===== config.mk =====
export PLATFORM = sky130hd
export DESIGN_NAME = gpio_notify
export DESIGN_NICKNAME = d
export VERILOG_FILES = /design/src/rtl/gpio_notify_pkg.sv /design/src/rtl/gpio_notify_dp.sv /design/src/rtl/gpio_notify_ctrl.sv /design/src/rtl/gpio_notify.sv
export SDC_FILE = /design/constraint.sdc
export NUM_CORES = 1
export LEC_CHECK = 0
export ABC_AREA = 1
export ABC_CLOCK_PERIOD_IN_PS = 3300
export BUFFER_PORTS_ARGS = -buffer_cell sky130_fd_sc_hd__buf_2
export CAP_MARGIN = 10
export CORE_MARGIN = 5
export CORE_UTILIZATION = 39
export DETAILED_ROUTE_END_ITERATION = 7
export GPL_TIMING_DRIVEN = 0
export SLEW_MARGIN = 10
export SYNTH_ARGS = -nofsm -noshare
export SYNTH_HDL_FRONTEND = slang
export SYNTH_SLANG_ARGS = --single-unit
export TNS_END_PERCENT = 10

===== constraint.sdc =====
create_clock -name clk -period 3.3 [get_ports clk]
set_input_delay 0 -clock clk [delete_from_list [all_inputs] [get_ports clk]]
set_output_delay 0 -clock clk [all_outputs]
set_load 0.005 [all_outputs]

===== src/rtl/gpio_notify_pkg.sv =====
package gpio_notify_pkg;
  localparam int ADDR_W = 2;
  localparam logic [ADDR_W-1:0] ADDR_VAL = 2'd0;
  localparam logic [ADDR_W-1:0] ADDR_DIR = 2'd1;
  localparam logic [ADDR_W-1:0] ADDR_IEN = 2'd2;

  typedef struct packed {
    logic wrVal;
    logic wrDir;
    logic wrIen;
  } regStrobe_t;
endpackage


===== src/rtl/gpio_notify_dp.sv =====
module gpio_notify_dp
  import gpio_notify_pkg::*;
#(
  parameter int PINS = 4,
  parameter int DATA_W = 8
) (
  input  logic              clk,
  input  logic              rstN,
  input  regStrobe_t        strobe,
  input  logic [PINS-1:0]   wdata,
  input  logic [ADDR_W-1:0] rdAddr,
  input  logic [PINS-1:0]   pinIn,
  output logic [DATA_W-1:0] rdata,
  output logic [PINS-1:0]   pinOut,
  output logic [PINS-1:0]   pinOe,
  output logic [PINS-1:0]   pinView,
  output logic              changeHit
);
  logic [PINS-1:0] dirVec;
  logic [PINS-1:0] ienVec;
  logic [PINS-1:0] hitVec;

  for (genvar i = 0; i < PINS; i++) begin : g_pin
    logic syncA, syncB, prevB;
    logic dirQ, ienQ, valQ;

    always_ff @(posedge clk or negedge rstN) begin
      if (!rstN) begin
        syncA <= 1'b0;
        syncB <= 1'b0;
        prevB <= 1'b0;
        dirQ  <= 1'b0;
        ienQ  <= 1'b0;
        valQ  <= 1'b0;
      end else begin
        syncA <= pinIn[i];
        syncB <= syncA;
        prevB <= syncB;
        if (strobe.wrDir) dirQ <= wdata[i];
        if (strobe.wrIen) ienQ <= wdata[i];
        if (strobe.wrVal && dirQ) valQ <= wdata[i];
      end
    end

    assign dirVec[i]  = dirQ;
    assign ienVec[i]  = ienQ;
    assign pinView[i] = dirQ ? valQ : syncB;
    assign pinOut[i]  = valQ & dirQ;
    assign hitVec[i]  = (syncB ^ prevB) & ienQ & ~dirQ;
  end

  assign pinOe     = dirVec;
  assign changeHit = |hitVec;

  always_comb begin
    rdata = '0;
    case (rdAddr)
      ADDR_VAL: rdata[PINS-1:0] = pinView;
      ADDR_DIR: rdata[PINS-1:0] = dirVec;
      ADDR_IEN: rdata[PINS-1:0] = ienVec;
      default:  rdata = '0;
    endcase
  end
endmodule


===== src/rtl/gpio_notify_ctrl.sv =====
module gpio_notify_ctrl
  import gpio_notify_pkg::*;
#(
  parameter int HOLDOFF = 400000
) (
  input  logic              clk,
  input  logic              rstN,
  input  logic              busSel,
  input  logic              busWr,
  input  logic [ADDR_W-1:0] busAddr,
  input  logic              changeHit,
  input  logic              sendAck,
  output regStrobe_t        strobe,
  output logic              sendReq
);
  localparam int CNT_W = $clog2(HOLDOFF + 1);
  localparam logic [CNT_W-1:0] HOLD_LOAD = CNT_W'(HOLDOFF);

  logic             pending;
  logic [CNT_W-1:0] holdCnt;
  logic             ackFire;

  always_comb begin
    strobe.wrVal = busSel && busWr && (busAddr == ADDR_VAL);
    strobe.wrDir = busSel && busWr && (busAddr == ADDR_DIR);
    strobe.wrIen = busSel && busWr && (busAddr == ADDR_IEN);
  end

  assign sendReq = pending && (holdCnt == '0);
  assign ackFire = sendReq && sendAck;

  always_ff @(posedge clk or negedge rstN) begin
    if (!rstN) begin
      pending <= 1'b0;
      holdCnt <= '0;
    end else begin
      pending <= changeHit || (pending && !ackFire);
      if (ackFire)
        holdCnt <= HOLD_LOAD;
      else if (holdCnt != '0)
        holdCnt <= holdCnt - 1'b1;
    end
  end
endmodule


===== src/rtl/gpio_notify.sv =====
module gpio_notify
  import gpio_notify_pkg::*;
#(
  parameter int PINS = 4,
  parameter int DATA_W = 8,
  parameter int HOLDOFF = 400000
) (
  input  logic              clk,
  input  logic              rstN,
  input  logic              busSel,
  input  logic              busWr,
  input  logic [1:0]        busAddr,
  input  logic [DATA_W-1:0] busWdata,
  output logic [DATA_W-1:0] busRdata,
  input  logic [PINS-1:0]   pinIn,
  output logic [PINS-1:0]   pinOut,
  output logic [PINS-1:0]   pinOe,
  output logic              sendReq,
  output logic [DATA_W-1:0] sendData,
  input  logic              sendAck
);
  regStrobe_t      strobe;
  logic            changeHit;
  logic [PINS-1:0] pinView;

  gpio_notify_ctrl #(.HOLDOFF(HOLDOFF)) u_ctrl (
    .clk(clk), .rstN(rstN), .busSel(busSel), .busWr(busWr),
    .busAddr(busAddr), .changeHit(changeHit), .sendAck(sendAck),
    .strobe(strobe), .sendReq(sendReq)
  );

  gpio_notify_dp #(.PINS(PINS), .DATA_W(DATA_W)) u_dp (
    .clk(clk), .rstN(rstN), .strobe(strobe), .wdata(busWdata[PINS-1:0]),
    .rdAddr(busAddr), .pinIn(pinIn), .rdata(busRdata), .pinOut(pinOut),
    .pinOe(pinOe), .pinView(pinView), .changeHit(changeHit)
  );

  always_comb begin
    sendData = '0;
    sendData[PINS-1:0] = pinView;
  end
endmodule


Word-level counts from Yosys, hierarchy flattened. Cells that the tools add are included.

Bits in registers: 44. Bits of input ports: 19. Output and inout port bits: 25. Word-level logic and storage cells: 74.

Add/sub/neg operators: 1. Eq/ne operators: 2. Muxes and demuxes: 7. Bitwise operators: 20. Reductions and logical operators: 18.

Operator list (count): 19-bit two-way mux (2); 19-bit zero test (1); 19-bit nonzero test (1); 19-bit by 1-bit subtractor with 19-bit output, second input constant (1); 1-bit AND (12); 4-bit one-hot mux with 3 select lines (1); 1-bit logical AND (11); 1-bit two-way mux (4); 1-bit inverter (4); 4-bit OR reduction (1); 1-bit bitwise XOR (4); 2-bit by 1-bit == test with 1-bit output, second input constant (1); 2-bit == test, second input constant (1); 2-bit zero test (1); 2-bit nonzero test (1); 1-bit zero test (1); 1-bit logical OR (1).

Depth between registers and ports, before layout. Gate-level depths: netlist of the first run.

Word-level depth: 6. Gate-level depth with buffers: 10. Depth with buffers taken out: 10.

Modules after synthesis. A second synthesis of the first run with hierarchy kept.

Cells, all modules: 297. Area, all modules: 2356.0 um^2.

By module, submodules not included: gpio_notify_ctrl (times used 1, cells each 165, area an instance 1219.9 um^2, sequential area each 500.5 um^2); gpio_notify_dp (times used 1, cells each 127, area an instance 1102.3 um^2, sequential area each 600.6 um^2); gpio_notify (times used 1, cells each 5, area an instance 33.8 um^2, sequential area each 0.0 um^2).

Worst setup path before layout of the first run. OpenSTA, ideal clock, no wires.

Path kind: flip-flop to flip-flop. From: register u_ctrl.holdCnt[0]. To: register u_ctrl.pending. Library setup time: 0.117 ns. Data arrival time: 1.317 ns. Data required time: 3.183 ns. Setup slack: 1.866 ns. Cell stages (with the launch flop): 10. Buffers on the path: 0. Period minus slack after synthesis: 1.434 ns. Cells stage by stage: dfrtp_1 -> inv_1 -> ha_1 -> nand2_2 -> nor2_4 -> nand2_2 -> nor2_4 -> nand3_4 -> nand2_1 -> nand2_1.

Longest elaborated chain between the ends: 6.

Ends and longest elaborated chain: from (decl) (line gpio_notify_ctrl.sv:20) `logic [CNT_W-1:0] holdCnt;`; from (signal assigned) (line gpio_notify_ctrl.sv:41) `holdCnt <= holdCnt - 1'b1;`; 19-bit zero test (line gpio_notify_ctrl.sv:29) `assign sendReq = pending && (holdCnt == '0);`; 1-bit logical AND (line gpio_notify_ctrl.sv:29); 1-bit logical AND (line gpio_notify_ctrl.sv:30) `assign ackFire = sendReq && sendAck;`; 1-bit zero test (line gpio_notify_ctrl.sv:37) `pending <= changeHit || (pending && !ackFire);`; 1-bit logical AND (line gpio_notify_ctrl.sv:37); 1-bit logical OR (line gpio_notify_ctrl.sv:37); to (signal assigned) (line gpio_notify_ctrl.sv:37); to (decl) (line gpio_notify_ctrl.sv:19) `logic pending;`.

No other way between the ends. A chain may end at the register's enable or synchronous reset.

Worst setup path in the final report of the first run.
From: register u_ctrl.holdCnt[0]. To: output sendReq.

Longest elaborated chain between the ends: 2.

Ends and longest elaborated chain: 19-bit zero test (line gpio_notify_ctrl.sv:29); 1-bit logical AND (line gpio_notify_ctrl.sv:29); to (decl) (line gpio_notify.sv:18) `output logic sendReq,`.

No other way between the ends.

==> results of run 1 <==
routing by layer:
metal | global-route usage, % | up-vias | wire length, um
met1 | 18.3 | 858 | 2130
met4 | 4.32 | 0 | 39
li1 | - | 961 | -
met2 | 21.2 | 35 | 2050
met3 | 3.07 | 5 | 216
met5 | 0 | - | 0
synth_stat cells:
library cell / number
o22ai_1: 1
o211ai_1: 5
nand2_1: 92
nor2_1: 26
ha_1: 1
or2_2: 1
o21ai_0: 17
buf_6: 1
inv_1: 45
a21oi_1: 4
nand3_1: 10
xor2_1: 2
nand4_1: 3
nor3_1: 1
nor2_4: 3
a21oi_2: 1
xnor2_1: 4
o21ai_1: 1
nor2_2: 4
conb_1: 1
buf_4: 12
dfrtp_1: 44
nand3_4: 2
nand2_2: 3
nor3b_1: 1
through the flow:
stage	power [mW]	util, %	hold WS (ps)	setup WS (ps)	cells
detailed placement	0.780	45.4	109	1620	395
CTS	1.21	49.0	2.49	1430	411
global placement	0.777	45.4	108	1640	395
global route	1.26	49.0	19.4	1310	411
floorplan	0.710	-	-296	1870	292
finish	1.19	49.0	7.62	1450	411
worst reg2reg max path: cells and delay by family, from the launching register on:
kind                     cells  cell delay [ps]
adder cells (fa/ha/maj)      1              210
flip-flops                   1              380
buffers and inverters        1               90
AND/OR/NAND/NOR              7              870
power by group:
group | internal, mW | switching [mW]
clock network | 0.228 | 0.187
logic | 0.0819 | 0.0821
registers | 0.579 | 0.0308
total | 0.889 | 0.300
registers in the layout, summed over array words and instances, names as in the netlist:
name              flops
u_ctrl.holdCnt       19
u_ctrl.pending        1
u_dp.g_pin.dirQ       4
u_dp.g_pin.ienQ       4
u_dp.g_pin.prevB      4
u_dp.g_pin.syncA      4
u_dp.g_pin.syncB      4
u_dp.g_pin.valQ       4
layout make-up:
cell class	count	area (sq um)	area share, %
Timing Repair Buffer	39	235	8.67
Sequential cell	44	1100	40.6
Clock inverter	3	47.5	1.75
Buffer	13	101	3.73
Clock buffer	5	68.8	2.54
Tap cell	72	90.1	3.32
Multi-Input combinational cell	190	901	33.2
Inverter	45	169	6.22
cells by family (layout without fill, tap and decap cells):
kind of cell	Yosys count	count (layout)
AO/OA/AOI/OAI	29	29
XOR/XNOR	6	6
adder cells (fa/ha/maj)	1	1
buffers and inverters	58	105
flip-flops	44	44
other	1	8
AND/OR/NAND/NOR	146	146
worst max path at each step:
stage	start	to	slack, ps	cells past startpoint
after CTS	u_ctrl.holdCnt[0]$_DFFE_PN0P_	sendReq	1430	8
final	u_ctrl.holdCnt[0]$_DFFE_PN0P_	sendReq	1450	8
after floorplan	u_ctrl.holdCnt[0]$_DFFE_PN0P_	u_ctrl.pending$_DFF_PN0_	1870	9
after global placement	u_ctrl.holdCnt[0]$_DFFE_PN0P_	u_ctrl.holdCnt[14]$_DFFE_PN0P_	1640	9
after detailed placement	u_ctrl.holdCnt[0]$_DFFE_PN0P_	u_ctrl.pending$_DFF_PN0_	1620	9
after global routing	u_ctrl.holdCnt[0]$_DFFE_PN0P_	sendReq	1310	8
==> impl_metrics.toml, run 1 <==
[sta]
tns_ps = 0
hold_viol_final = 0
setup_viol = 0
max_freq_ghz = 0.542
drv_slew = 0
finalCriticalPeriod_ps = 1850
relSlewSlack_pct = 35.3
tightest_slew_ps = 971
rsz0062_at_grt = "false"
min_period_over_period_pct = 55.9
final.setup_skew_ps = 6.35

[yosys]
yosysWarnings = 0
synth_top_area_share_pct = 49.0
synth_cells = 285
avgSynthCellArea_sq_um = 7.88
ys_ff_latch = 44
synth_mux_area_share_pct = 0
yosysSeqAreaShare_pct = 49.0
synthTopCellsByArea = "dfrtp_1, nand2_1, inv_1"
synth_fa_ha_area_share_pct = 0.557
yosysTopAreaCell = "dfrtp_1"
synth_top_family_by_area = "simple AND/OR/NAND/NOR gates"
syn_area_sq_mm = 0.00225
synth_xor_area_share_pct = 2.34
yosys.area_share.simple_pct = 28.6
synth-compound-area-share_pct = 7.24
yosys.cell_types.count = 25

[global_routing]
grt_first_pass_wirelength_um = 8030
grt_max_degree = 45
antenna_found_initial = 0
grt_overflow_total = 0
grt_pass1_vias = 1800
grt_use_total_pct = 13.5

[floorplan]
num_io_pins = 44
core_area_sq_mm = 0.00554
fp.dieH_um = 85.9
fp-row-count = 27
die_w_um = 85.9
start_util_pct = 40.5
die_area_sq_mm = 0.00738

[run]
drv_cap = 0

[detailed_routing]
route.detailed.drc = 0
wire_per_inst_um = 10.8
totalWireLength_um = 4430
vias = 1859
viasPerCell = 4.52
ant_nets = 0
drt_iter0_markers = 71
dr.pass1.iters = 4

[layout]
layout_common_cells = "nand2_1, inv_1, dfrtp_1"
num_antenna_cells = 0
final_common_cell = "nand2_1"
syn_to_final_growth_pct = 20.8
drive_gt1_share_pct = 19.5
stdcell_area_sq_mm = 0.00271
fin_nets = 358
fillers = 586

[clock_network]
cts.root.buffer_cell = "clkbuf_8"
postCtsSetupBuffers = 0
cts-htree-levels = 2
path_clk_slew_ps = 80
ctsResizeCount = 0
clkLatencyLatePin_ps = 300
cts_tree = "yes"
cts_sinks = 44
cts_buffer_depth = 2
cts_buffers = 5
ctsHoldBuffers = 8

[run_status]
status = "completed"

[place]
place.gp.congestion = 0.813
dpl_cell_area_sq_mm = 0.00252
dp_hpwl_um = 3350
port_buffers = 31

[critical_path]
rrSetupSlack_ps = 1630
path_class = "register to output pin"
required_ps = 3300
timing.rr.start = "u_ctrl.holdCnt[0]$_DFFE_PN0P_"
ff2ff_path_depth = 9
crit_family = "simple AND/OR/NAND/NOR gates"
crit_buf_inv = 3
crit_path_cell_trace = "inv_1, ha_1, nand2_2, nor2_4, nand3_4, buf_6, nor2_1, buf_2"
slowest_stage = "dfrtp_1"
cpPeakStageDelay_ps = 380
crit_path_end_kind = "output pin"
arrival_ps = 1850
crit_fanout = 10
start_kind = "register"
r2r-end = "u_ctrl.holdCnt[14]$_DFFE_PN0P_"

[pwr]
powerDensity_mw_per_mm2 = 438
p_leak_nw = 1.43
ir_worst_vdd_mv = 0.316

[worst_hold_path]
min_path_type = "primary input to register"
min-delay-start = "busWdata[3]"
min_to = "u_dp.g_pin[3].valQ$_DFFE_PN0P_"
holdPathStages = 3
Note: power is estimated with default switching activity, not from simulation.
==> inputs of run 2 (changes only) <==
Settings changed: ABC_CLOCK_PERIOD_IN_PS 3300 to 1500.
Clock period 3.3 ns to 1.5 ns, I/O delays scaled along.
==> run 2 against run 1 <==
Compared with the run above: the flow now finishes with violations (setup timing); largest cell class unchanged; wire length increased by 8.3%; die area did not move; register-to-register slack worse by 1600 ps; global-route usage rose by 1.2 points; sequential share of layout area fell by 3.4 points; critical path depth is the same; critical endpoint unchanged; utilization rose by 4.5 points.
==> impl_metrics.toml, run 2 (synthesis gave the netlist of run 1 again) <==
[sta]
setup_slack_ps = -20.6
holdWs_ps = 1.18
relSlewSlack_pct = 35.2
rsz0062_at_grt = "true"
hold_viol_final = 0
finalCriticalPeriod_ps = 1520
final.setup_skew_ps = 5.32
setup_viol = 1
min_period_over_period_pct = 101
tightest_slew_ps = 972
drv_slew = 0
max_freq_ghz = 0.658

[detailed_routing]
route.detailed.drc = 0
ant_nets = 0
wire_per_inst_um = 11.1
viasPerCell = 4.49
dr.pass1.iters = 4
totalWireLength_um = 4800
vias = 1943
drt_iter0_markers = 72

[floorplan]
core_area_sq_mm = 0.00554
die_area_sq_mm = 0.00738
fp-row-count = 27
num_io_pins = 44
start_util_pct = 40.5
fp.dieH_um = 85.9
die_w_um = 85.9

[worst_hold_path]
min_path_type = "primary input to register"
min_to = "u_dp.g_pin[3].valQ$_DFFE_PN0P_"
min-delay-start = "busWdata[3]"
holdPathStages = 3

[critical_path]
rrSetupSlack_ps = 0
start_kind = "register"
path_class = "register to output pin"
crit_fanout = 3
required_ps = 1500
ff2ff_path_depth = 11
timing.rr.start = "u_ctrl.holdCnt[0]$_DFFE_PN0P_"
crit_path_end_kind = "output pin"
r2r-end = "u_ctrl.holdCnt[5]$_DFFE_PN0P_"
arrival_ps = 1520

[global_routing]
grt_max_degree = 45
grt_pass1_vias = 1951
antenna_found_initial = 0
grt_first_pass_wirelength_um = 8660
grt_use_total_pct = 14.7
grt_overflow_total = 0

[run_status]
violations = "setup timing"
status = "finished, violations left"

[layout]
seqCellArea_sq_mm = 0.00110
regMostFlops = "u_ctrl.holdCnt"
fillers = 559
final_common_cell = "nand2_1"
multi_input_area_sq_um = 978
syn_to_final_growth_pct = 32.0
drive_gt1_share_pct = 29.4
largest_reg_flops = 19
layout_common_cells = "nand2_1, dfrtp_1, inv_1"
fin_nets = 380
num_antenna_cells = 0

[pwr]
p_leak_nw = 1.56
powerDensity_mw_per_mm2 = 888
finalPower_mw = 2.63
ir_worst_vdd_mv = 0.702

[place]
place.gp.congestion = 0.813
port_buffers = 31
dp_hpwl_um = 3350

[clock_network]
cts_buffers = 5
cts_buffer_depth = 2
clkLatencyLatePin_ps = 300
cts_tree = "yes"
cts_sinks = 44
cts.root.buffer_cell = "clkbuf_8"
cts-htree-levels = 2
path_clk_slew_ps = 90

[run]
drv_cap = 0
==> run 2: cell count changes in the layout (fill, tap and decap cells not counted), sizes merged <==
cell and change:
buf +22
==> run 2: power breakdown <==
part	switching (mW)	internal (mW)	total [mW]
clock	0.427	0.502	0.928
combinational	0.181	0.180	0.362
sequential	0.0679	1.27	1.34
total	0.676	1.96	2.63
==> run 2: area by class of cell <==
cell class | count | share of cell area [%]
flip-flops and latches | 44 | 37.1
multi-input cells | 190 | 33.0
repair buffers | 61 | 13.6
inverters | 45 | 5.70
plain buffers | 13 | 3.55
well taps | 72 | 3.04
clock buffers | 5 | 2.32
clock inverters | 3 | 1.60
==> run 2: per-layer routing <==
metal  vias to the layer above  GRT usage [%]  wire length, um
met2                        33           24.2             2290
li1                       1008              -                -
met3                         5           3.17              209
met5                         -              0                0
met4                         0           5.76               51
met1                       897           18.7             2250
==> run 2: stage by stage <==
stage	cell area (sq um)	setup TNS, ps	util (%)	setup slack, ps	instances
floorplan	2270	0	-	65.8	292
global placement	2520	-1680	45.4	-164	395
detailed placement	2520	-1920	45.4	-181	395
CTS	2920	-77.9	52.6	-22.6	432
global route	2960	-1090	53.5	-121	433
finish	2960	-20.6	53.5	-20.6	433
==> run 2: what timing repair did <==
action	in CTS	in global routing
buffers inserted	21	1
pin swaps	12	4
setup endpoints to repair	17	18
endpoints found under the hold margin	56	0
resized for setup	13	14
gates cloned	0	0
hold buffers	8	0
==> run 2: how the worst max path moves through the flow <==
stage | from | to | slack (ps) | depth (start not counted)
floorplan | u_ctrl.holdCnt[0]$_DFFE_PN0P_ | u_ctrl.pending$_DFF_PN0_ | 70 | 9
global placement | u_ctrl.holdCnt[0]$_DFFE_PN0P_ | u_ctrl.holdCnt[14]$_DFFE_PN0P_ | -160 | 9
detailed placement | u_ctrl.holdCnt[0]$_DFFE_PN0P_ | u_ctrl.pending$_DFF_PN0_ | -180 | 9
CTS | u_ctrl.holdCnt[0]$_DFFE_PN0P_ | sendReq | -20 | 8
global route | u_ctrl.holdCnt[0]$_DFFE_PN0P_ | sendReq | -120 | 8
finish | u_ctrl.holdCnt[0]$_DFFE_PN0P_ | sendReq | -20 | 8
==> run 2: critical path: stages (launching register included) <==
cell and delay (ps):
dfrtp_1 400, inv_2 80, ha_4 140, nand2_4 60, nor2_4 130, nand3_4 100, buf_8 130, nor2_1 60
buf_2 120
==> inputs of run 3 (changes only) <==
Settings changed: ABC_CLOCK_PERIOD_IN_PS 1500 to 1300.
Clock period 1.5 ns to 1.3 ns, I/O delays scaled along.
==> run 3 against run 2 <==
Compared with the run above: the flow still finishes with violations (setup timing); critical path type is now register to register; combinational power is 19% higher; first-iteration DRC count is 40% higher; non-clock buffer count is 10 lower; sequential share of layout area is 1.3 points higher; worst hold slack better by 11 ps.
==> impl_metrics.toml, run 3 (synthesis gave the netlist of run 1 again) <==
[sta]
max_freq_ghz = 0.641
drv_slew = 0
tightest_slew_ps = 602
setup_viol = 21
rsz0062_at_grt = "true"
final.setup_skew_ps = 8.05
finalCriticalPeriod_ps = 1560
min_period_over_period_pct = 120
setup_slack_ps = -261
relSlewSlack_pct = 59.9
holdWs_ps = 12.1
hold_viol_final = 0

[worst_hold_path]
min_path_type = "primary input to register"
min_to = "u_dp.g_pin[2].dirQ$_DFFE_PN0P_"
min-delay-start = "busWdata[2]"
holdPathStages = 3

[clock_network]
cts_buffers = 5
cts_buffer_depth = 2
cts.root.buffer_cell = "clkbuf_8"
clkLatencyLatePin_ps = 290
cts_tree = "yes"
path_clk_slew_ps = 80
cts_sinks = 44
cts-htree-levels = 2

[critical_path]
ff2ff_path_depth = 9
r2r-end = "u_ctrl.holdCnt[14]$_DFFE_PN0P_"
path_class = "register to register"
cpPeakStageDelay_ps = 440
rrSetupSlack_ps = -260
crit_path_cell_trace = "nor2_4, nand2_2, nor2_4, buf_6, nand2_4, nor2_4, nand3_4, nand2_1, nor2_1"
crit_family = "simple AND/OR/NAND/NOR gates"
timing.rr.start = "u_ctrl.holdCnt[7]$_DFFE_PN0P_"
start_kind = "register"
arrival_ps = 1740
cpMostUsedCell = "nor2_4"
required_ps = 1480
slowest_stage = "dfrtp_1"
crit_fanout = 7
crit_buf_inv = 1
crit_path_end_kind = "register"

[layout]
regMostFlops = "u_ctrl.holdCnt"
drive_gt1_share_pct = 28.6
fillers = 535
num_antenna_cells = 0
layout_common_cells = "nand2_1, dfrtp_1, inv_1"
stdcell_area_sq_mm = 0.00288
syn_to_final_growth_pct = 28.1
largest_reg_flops = 19
fin_nets = 370
postLayoutCoreUtil_pct = 51.9
final_common_cell = "nand2_1"

[detailed_routing]
dr.pass1.iters = 4
route.detailed.drc = 0
vias = 1926
wire_per_inst_um = 11.2
ant_nets = 0
viasPerCell = 4.56
totalWireLength_um = 4710
drt_iter0_markers = 101

[pwr]
powerDensity_mw_per_mm2 = 974
finalPower_mw = 2.80
ir_worst_vdd_mv = 0.603
p_leak_nw = 1.49

[global_routing]
grt_overflow_total = 0
grt_max_degree = 45
antenna_found_initial = 0
grt_first_pass_wirelength_um = 8090
grt_pass1_vias = 1802
grt_use_total_pct = 13.9

[place]
place.gp.congestion = 0.827
port_buffers = 31
dp_hpwl_um = 3360
dpl_cell_area_sq_mm = 0.00254

[floorplan]
die_w_um = 85.9
fp.dieH_um = 85.9
fp-row-count = 27
die_area_sq_mm = 0.00738
start_util_pct = 40.5
num_io_pins = 44
core_area_sq_mm = 0.00554

[run_status]
violations = "setup timing"
status = "finished, violations left"

[run]
drv_cap = 0
## run 3: cell types whose count changed in the layout (fill, tap and decap cells not counted), sizes merged
cell / previous run / this run
clkbuf: 5 / 6
clkinv: 2 / 1
clkinvlp: 0 / 1
bufinv: 1 / 0
buf: 66 / 55
## run 3: metrics by stage
stage                     instances  TNS, ps  setup WS, ps
after floorplan                 292     -142         -52.5
after global routing            422    -5710          -354
after global placement          395    -3110          -281
after detailed placement        395    -2850          -265
final                           422    -3610          -261
after CTS                       420    -3980          -283
## run 3: power by group
| part | total, mW | switching (mW) | internal (mW) |
|---|---|---|---|
| clock | 0.819 | 0.455 | 0.364 |
| sequential | 1.55 | 0.0820 | 1.47 |
| combinational | 0.429 | 0.216 | 0.213 |
| total | 2.80 | 0.753 | 2.05 |
## run 3: cell type report
class	count	area [sq um]	share of cell area, %
buffer	13	105	3.65
clock buffer	5	68.8	2.39
clock inverter	2	12.5	0.435
inverter	45	169	5.87
multi-input combinational	190	987	34.3
sequential	44	1100	38.4
tap	72	90.1	3.13
timing repair buffer	51	339	11.8
## run 3: worst reg2reg max path, stage by stage (launching register included)
cell     delay (ps)
dfrtp_1         440
nor2_4          160
nand2_2          80
nor2_4          170
buf_6           130
nand2_4          60
nor2_4          160
nand3_4         140
nand2_1          90
nor2_1           40
## run 3: routing by layer
layer	GRT usage, %	up-vias	wire (um)
li1	-	980	-
met1	18.3	896	2230
met3	3.94	11	214
met2	21.9	39	2180
met4	4.60	0	89
met5	0	-	0
## run 3: worst max-delay path by stage
stage | startpoint | end | slack, ps | cells past startpoint
6_report | u_ctrl.holdCnt[7]$_DFFE_PN0P_ | u_ctrl.holdCnt[14]$_DFFE_PN0P_ | -260 | 9
3_5_place_dp | u_ctrl.holdCnt[10]$_DFFE_PN0P_ | u_ctrl.holdCnt[14]$_DFFE_PN0P_ | -270 | 8
4_1_cts | u_ctrl.holdCnt[0]$_DFFE_PN0P_ | sendReq | -280 | 8
2_1_floorplan | u_ctrl.holdCnt[1]$_DFFE_PN0P_ | u_ctrl.pending$_DFF_PN0_ | -50 | 9
3_3_place_gp | u_ctrl.holdCnt[4]$_DFFE_PN0P_ | u_ctrl.holdCnt[14]$_DFFE_PN0P_ | -280 | 8
5_1_grt | u_ctrl.holdCnt[9]$_DFFE_PN0P_ | sendReq | -350 | 7
## run 3: timing repair
| action | in CTS | in global routing |
|---|---|---|
| buffers inserted | 10 | 2 |
| hold buffers | 8 | 0 |
| hold endpoints to repair | 55 | 0 |
| endpoints found under the setup margin | 21 | 25 |
| gates resized for setup | 12 | 20 |
| pin swaps | 8 | 8 |
